<file path="src/rtl/lorx_pkg.sv">
package lorx_pkg;

  typedef enum logic [1:0] {
    RX_IDLE   = 2'd0,
    RX_ACTIVE = 2'd1,
    RX_HOLD   = 2'd2
  } rx_state_e;

  // Tick (counted from the start edge) at which each bit is sampled.
  // The late point is chosen so that slow rising edges are not misread.
  function automatic int unsigned sample_phase(input int unsigned osr);
    return (osr == 4) ? 2 : 1;
  endfunction

  // Tick at which the early glitch check runs (0 means no early check).
  function automatic int unsigned early_phase(input int unsigned osr);
    return (osr == 4) ? 1 : 0;
  endfunction

  // Absolute tick index (from tick 0) of the sample for frame slot idx,
  // where slot 0 is the start bit and slot nbits+1 is the stop bit.
  function automatic int unsigned slot_tick(input int unsigned osr,
                                            input int unsigned idx);
    return sample_phase(osr) + osr * idx;
  endfunction

endpackage

</file>
<file path="src/rtl/lorx_sync.sv">
module lorx_sync #(
  parameter int unsigned STAGES   = 2,
  parameter logic        RST_VAL  = 1'b1
) (
  input  logic clk,
  input  logic rst_n,
  input  logic d_async,
  output logic q_sync
);

  logic [STAGES-1:0] chain;

  generate
    genvar gi;
    for (gi = 0; gi < STAGES; gi++) begin : g_stage
      if (gi == 0) begin : g_first
        always_ff @(posedge clk or negedge rst_n) begin
          if (!rst_n) chain[gi] <= RST_VAL;
          else        chain[gi] <= d_async;
        end
      end else begin : g_next
        always_ff @(posedge clk or negedge rst_n) begin
          if (!rst_n) chain[gi] <= RST_VAL;
          else        chain[gi] <= chain[gi-1];
        end
      end
    end
  endgenerate

  assign q_sync = chain[STAGES-1];

endmodule

</file>
<file path="src/rtl/lorx_bit_timer.sv">
module lorx_bit_timer
  import lorx_pkg::*;
#(
  parameter int unsigned OSR   = 4,
  parameter int unsigned NBITS = 8
) (
  input  logic clk,
  input  logic rst_n,
  input  logic tick,
  input  logic launch,
  input  logic active,
  output logic samp_en,
  output logic early_en,
  output logic at_start,
  output logic at_stop,
  output logic at_data
);

  localparam int unsigned PW    = (OSR > 2) ? $clog2(OSR) : 1;
  localparam int unsigned SLOTS = NBITS + 2;
  localparam int unsigned IW    = $clog2(SLOTS);
  localparam logic [PW-1:0] PH_LAST = PW'(OSR - 1);
  localparam logic [PW-1:0] PH_SAMP = PW'(sample_phase(OSR));
  localparam logic [PW-1:0] PH_ERLY = PW'(early_phase(OSR));
  localparam logic [IW-1:0] IX_STOP = IW'(NBITS + 1);

  logic [PW-1:0] phase_q;
  logic [IW-1:0] slot_q;
  logic          adv;
  logic          wrap;

  assign adv  = active & tick;
  assign wrap = (phase_q == PH_LAST);

  // launch is the tick-0 event, so the next tick is phase 1
  always_ff @(posedge clk or negedge rst_n) begin
    if (!rst_n) begin
      phase_q <= '0;
      slot_q  <= '0;
    end else if (launch) begin
      phase_q <= PW'(1);
      slot_q  <= '0;
    end else if (adv) begin
      if (wrap) begin
        phase_q <= '0;
        slot_q  <= slot_q + IW'(1);
      end else begin
        phase_q <= phase_q + PW'(1);
      end
    end
  end

  assign samp_en  = adv & (phase_q == PH_SAMP);
  assign at_start = (slot_q == '0);
  assign at_stop  = (slot_q == IX_STOP);
  assign at_data  = !at_start && !at_stop;

  generate
    if (early_phase(OSR) != 0) begin : g_early
      assign early_en = adv & at_start & (phase_q == PH_ERLY);
    end else begin : g_no_early
      assign early_en = 1'b0;
    end
  endgenerate


  phase_range_chk: assert property (@(posedge clk) disable iff (!rst_n)
    active |-> (phase_q <= PH_LAST));


  slot_range_chk: assert property (@(posedge clk) disable iff (!rst_n)
    active |-> (slot_q <= IX_STOP));

endmodule

</file>
<file path="src/rtl/lorx_assembler.sv">
module lorx_assembler #(
  parameter int unsigned NBITS = 8
) (
  input  logic             clk,
  input  logic             rst_n,
  input  logic             samp_en,
  input  logic             at_data,
  input  logic             at_stop,
  input  logic             line_s,
  output logic [NBITS-1:0] rx_data,
  output logic             rx_valid,
  output logic             framing_error
);

  logic [NBITS-1:0] shreg;
  logic             take_bit;
  logic             finish;

  assign take_bit = samp_en & at_data;
  assign finish   = samp_en & at_stop;

  // least significant bit arrives first, so shift in from the top
  always_ff @(posedge clk or negedge rst_n) begin
    if (!rst_n)        shreg <= '0;
    else if (take_bit) shreg <= {line_s, shreg[NBITS-1:1]};
  end

  always_ff @(posedge clk or negedge rst_n) begin
    if (!rst_n) begin
      rx_data       <= '0;
      rx_valid      <= 1'b0;
      framing_error <= 1'b0;
    end else begin
      rx_valid      <= finish;
      framing_error <= finish & ~line_s;
      if (finish) rx_data <= shreg;
    end
  end


  valid_src_chk: assert property (@(posedge clk) disable iff (!rst_n)
    rx_valid |-> $past(samp_en));


  data_hold_chk: assert property (@(posedge clk) disable iff (!rst_n)
    !rx_valid |-> $stable(rx_data));

endmodule

</file>
<file path="src/rtl/lorx_rx.sv">
module lorx_rx
  import lorx_pkg::*;
#(
  parameter int unsigned OSR         = 4,
  parameter int unsigned NBITS       = 8,
  parameter int unsigned SYNC_STAGES = 2
) (
  input  logic             clk,
  input  logic             rst_n,
  input  logic             tick,
  input  logic             rxd,
  output logic [NBITS-1:0] rx_data,
  output logic             rx_valid,
  output logic             framing_error
);

  initial begin
    if (!(OSR == 3 || OSR == 4)) $error("lorx_rx: OSR must be 3 or 4");
  end

  rx_state_e state_q, state_d;
  logic      line_s;
  logic      launch;
  logic      samp_en, early_en;
  logic      at_start, at_stop, at_data;
  logic      glitch_abort, start_abort, stop_seen;

  lorx_sync #(.STAGES(SYNC_STAGES), .RST_VAL(1'b1)) u_sync (
    .clk    (clk),
    .rst_n  (rst_n),
    .d_async(rxd),
    .q_sync (line_s)
  );

  lorx_bit_timer #(.OSR(OSR), .NBITS(NBITS)) u_timer (
    .clk     (clk),
    .rst_n   (rst_n),
    .tick    (tick),
    .launch  (launch),
    .active  (state_q == RX_ACTIVE),
    .samp_en (samp_en),
    .early_en(early_en),
    .at_start(at_start),
    .at_stop (at_stop),
    .at_data (at_data)
  );

  lorx_assembler #(.NBITS(NBITS)) u_asm (
    .clk          (clk),
    .rst_n        (rst_n),
    .samp_en      (samp_en),
    .at_data      (at_data),
    .at_stop      (at_stop),
    .line_s       (line_s),
    .rx_data      (rx_data),
    .rx_valid     (rx_valid),
    .framing_error(framing_error)
  );

  // named events for the checks below
  assign launch       = (state_q == RX_IDLE) & tick & ~line_s;
  assign glitch_abort = early_en & line_s;
  assign start_abort  = samp_en & at_start & line_s;
  assign stop_seen    = samp_en & at_stop;

  always_comb begin
    state_d = state_q;
    unique case (state_q)
      RX_IDLE:   if (launch) state_d = RX_ACTIVE;
      RX_ACTIVE: begin
        if (glitch_abort || start_abort) state_d = RX_IDLE;
        else if (stop_seen)              state_d = line_s ? RX_IDLE : RX_HOLD;
      end
      RX_HOLD:   if (tick && line_s) state_d = RX_IDLE;
      default:   state_d = RX_IDLE;
    endcase
  end

  always_ff @(posedge clk or negedge rst_n) begin
    if (!rst_n) state_q <= RX_IDLE;
    else        state_q <= state_d;
  end


  start_launch_chk: assert property (@(posedge clk) disable iff (!rst_n)
    (state_q == RX_IDLE && tick && !line_s) |=> (state_q == RX_ACTIVE));


  glitch_abort_chk: assert property (@(posedge clk) disable iff (!rst_n)
    glitch_abort |=> (state_q == RX_IDLE && !rx_valid));


  start_abort_chk: assert property (@(posedge clk) disable iff (!rst_n)
    start_abort |=> (state_q == RX_IDLE && !rx_valid));


  valid_pulse_chk: assert property (@(posedge clk) disable iff (!rst_n)
    rx_valid |=> !rx_valid);


  ferr_with_valid_chk: assert property (@(posedge clk) disable iff (!rst_n)
    framing_error |-> rx_valid);


  hold_wait_chk: assert property (@(posedge clk) disable iff (!rst_n)
    (state_q == RX_HOLD && !(tick && line_s)) |=> (state_q == RX_HOLD));


  rearm_chk: assert property (@(posedge clk) disable iff (!rst_n)
    (stop_seen && line_s) |=> (state_q == RX_IDLE));

endmodule

</file>
<file path="config.mk">
export PLATFORM = sky130hd
export DESIGN_NAME = lorx_rx
export DESIGN_NICKNAME = d
export VERILOG_FILES = /design/src/rtl/lorx_pkg.sv /design/src/rtl/lorx_sync.sv /design/src/rtl/lorx_bit_timer.sv /design/src/rtl/lorx_assembler.sv /design/src/rtl/lorx_rx.sv
export SDC_FILE = /design/constraint.sdc
export NUM_CORES = 1
export LEC_CHECK = 0
export ABC_AREA = 1
export CORE_AREA = 5 5 58 60
export CTS_CLUSTER_SIZE = 16
export DETAILED_ROUTE_END_ITERATION = 12
export DIE_AREA = 0 0 63 65
export DONT_BUFFER_PORTS = 1
export PLACE_DENSITY = 0.67
export SLEW_MARGIN = 20
export SYNTH_ARGS = -nofsm -noshare
export SYNTH_HDL_FRONTEND = slang
export SYNTH_HIERARCHICAL = 1
export SYNTH_SLANG_ARGS = --single-unit
</file>
<file path="constraint.sdc">
create_clock -name clk -period 2.9 [get_ports clk]
set_input_delay 0.87 -clock clk [delete_from_list [all_inputs] [get_ports clk]]
set_output_delay 0.87 -clock clk [all_outputs]
set_load 0.005 [all_outputs]
</file>
==> out/results.tsv <==
stage	metric	value	unit
grt	grt_pass1_vias	948	
layout	n_antenna_cell	0	
route	drtIter0Drc	45	
critical_path	crit_fanout	10	
grt	met2_usage	20.6	%
yosys	synth_area_leaders	dfrtp_1 48%, nand2_1 14%, nand3_1 6.3%	
clock_network	cts_tree	yes	
clock_network	cts-root-buf	clkbuf_4	
yosys	ys_types	17	
layout	drive_gt1_share	13.9	%
critical_path	ff2ff_setup_slack	1130	ps
yosys	yosys_warnings	6	
yosys	synthFlopType	dfrtp_1	
timing	tightest_slew	645	ps
grt	grt_antenna_before_repair	0	
outcome	status	complete, no violations	
power	p_comb_share	31.1	%
grt	grt_pass1_wl	4050	um
clock_network	ctsLongestPathBuffers	2	
grt	grt_use_met3	2.77	%
yosys	netlist_area	1350	um2
clock_network	clk_pin_slew	150	ps
timing	max-slew-margin-rel	56.9	%
clock_network	insertion_delay	320	ps
timing	whs	215	ps
timing	drv_slew	0	
power	p_sw	380	uW
floorplan	core_region_area	2880	um2
power	p_leak	0.779	nW
timing	fmax	0.564	GHz
yosys	synth_edf_count	0	
grt	busiest_layer	met2	
route	vias	952	
power	clkPwrFrac	17.9	%
layout	nNetsFinal	169	
power	p_seq_share	51.0	%
clock_network	ctsResizeCount	0	
floorplan	dieArea	4100	um2
timing	rsz0062_at_grt	no	
placed_design	numPortBuffers	0	
power	p_int	649	uW
critical_path	r2r_start	u_timer/slot_q[1]	
yosys	synth_seq_area_share	52.1	%
timing	hold_violations	0	
yosys	ys_ff_latch	28	
layout	final_util	48.4	%
run	cap_violations	0	
yosys	synthesis.nets	167	
placed_design	gp_congestion	0.808	
yosys	synth_top_area_share	48.2	%
route	ant_nets	0	
route	routed_wl	2150	um
floorplan	io_pins	14	
critical_path	cp.arrival	1990	ps
clock_network	cts_buffers	3	
timing	finalCritPeriodShare	61.1	%
grt	met1_usage	14.7	%
critical_path	crit_required	3120	ps
timing	tns	0	ps
grt	grt_max_degree	29	
floorplan	die_h	65	um
floorplan	die_w	63	um
yosys	synth_most_common_cell	nand2_1	
clock_network	post-cts-setup-buffers	0	
power	ir_worst_vdd	0.438	mV
grt	grt_usage	12.2	%
route	drt-pass1-iter-count	4	
yosys	yosys-top-cells-count	50 x nand2_1, 26 x dfrtp_1, 18 x inv_1, 17 x nand3_1, 9 x nor2_1	
route	viasPerCell	4.98	
grt	overflow	0	
layout	syn_to_final_growth	3.25	%
yosys	yosysTopAreaCell	dfrtp_1	
yosys	syn_inst	157	
floorplan	start_util	46.9	%
yosys	synth_area_per_cell	8.59	um2
route	wl_per_cell	11.3	um
critical_path	start_kind	register	
critical_path	reg2regPathDepth	7	
timing	setup_viol	0	
critical_path	path_class	register to register	
clock_network	ctsHoldBuffers	0	
critical_path	rr_endpoint	u_asm/rx_data[7]	
floorplan	placementRows	20	
yosys	async_flop_share	100	%
route	drt_drc_violations_left	0	
clock_network	htreeDepth	1	
clock_network	cts_sinks	28	
worst_hold_path	min_path_type	primary input to async pin	
power	switching_share	36.9	%
timing	skew	11.1	ps
power	power_density	738	nW/um2
placed_design	dp_hpwl	1610	um
timing	min_period	1770	ps
critical_path	end_kind	register	
==> flip-flops by register name, indices dropped and copies added, names as in the netlist <==
name and flops:
state_q 2, u_asm/framing_error 1, u_asm/rx_data 8, u_asm/rx_valid 1, u_asm/shreg 8, u_sync/chain 1
u_sync/q_sync 1, u_timer/phase_q 2, u_timer/slot_q 4
==> how the worst max path moves through the flow <==
stage                                 start                to  slack [ps]  depth (start not counted)
final                     u_timer/slot_q[1]  u_asm/rx_data[7]        1130                          7
after global routing      u_timer/slot_q[1]  u_asm/rx_data[7]         930                          7
after detailed placement  u_timer/slot_q[1]  u_asm/rx_data[2]        1150                          7
after floorplan                        tick  u_asm/rx_data[0]        1320                          6
after CTS                 u_timer/slot_q[1]  u_asm/rx_data[2]        1130                          7
after global placement                 tick  u_asm/rx_data[2]        1190                          6
==> area by class of cell <==
| type | count | area, um2 |
|---|---|---|
| tap | 33 | 41.3 |
| clock buffer | 4 | 36.3 |
| multi-input combinational | 104 | 526 |
| inverter | 21 | 78.8 |
| sequential | 28 | 703 |
| timing repair buffer | 1 | 7.51 |
| fill | 273 | 1490 |
==> power by group through the flow <==
stage | clock network, mW | registers, mW | logic (mW)
after floorplan | 0 | 0.516 | 0.293
after global placement | 0 | 0.527 | 0.306
after detailed placement | 0 | 0.531 | 0.323
after CTS | 0.197 | 0.523 | 0.324
after global routing | 0.214 | 0.531 | 0.382
final | 0.184 | 0.524 | 0.320
==> cell usage in the layout (no fill, tap or decap) <==
cell type / n
nand2_1: 50
dfrtp_1: 26
inv_1: 18
nand3_1: 17
nor2_1: 9
a21oi_1: 6
ha_1: 6
nand2_2: 5
nand3_2: 5
inv_2: 3
clkbuf_4: 3
o21ai_0: 3
nor2_2: 2
dfstp_2: 2
o21ai_1: 1
clkbuf_8: 1
buf_4: 1
==> worst max-delay path, cell delays in order, from the launching register on <==
cell and delay (ps):
dfrtp_1 440, inv_1 100, ha_1 150, nand2_1 70, nor2_1 500, nand2_2 260
nand2_1 110, nand2_1 50
==> per-layer routing <==
metal  vias to the layer above  wire length (um)  part of all wire [%]
met5                         -                 0                     0
met4                         0                31                   1.4
met3                         4               105                   4.9
met2                        18              1040                    48
met1                       443               971                    45
li1                        487                 -                     -
==> cell families (layout without fill, tap and decap cells) <==
group / after synthesis / count (layout) / share of synthesized area [%]
simple gates: 88 / 88 / 29.7
fa+ha+maj: 6 / 6 / 5.57
flops: 28 / 28 / 52.1
buf+inv: 25 / 26 / 8.90
compound gates: 10 / 10 / 3.71
==> per-stage QoR <==
stage | std cells | setup WS [ps] | total power, mW | area, um2
floorplan | 157 | 1320 | 0.809 | 1350
global placement | 187 | 1190 | 0.833 | 1360
detailed placement | 187 | 1150 | 0.854 | 1360
CTS | 191 | 1130 | 1.04 | 1390
global route | 191 | 932 | 1.13 | 1390
finish | 191 | 1130 | 1.03 | 1390
Note: power is estimated with default switching activity, not from simulation.
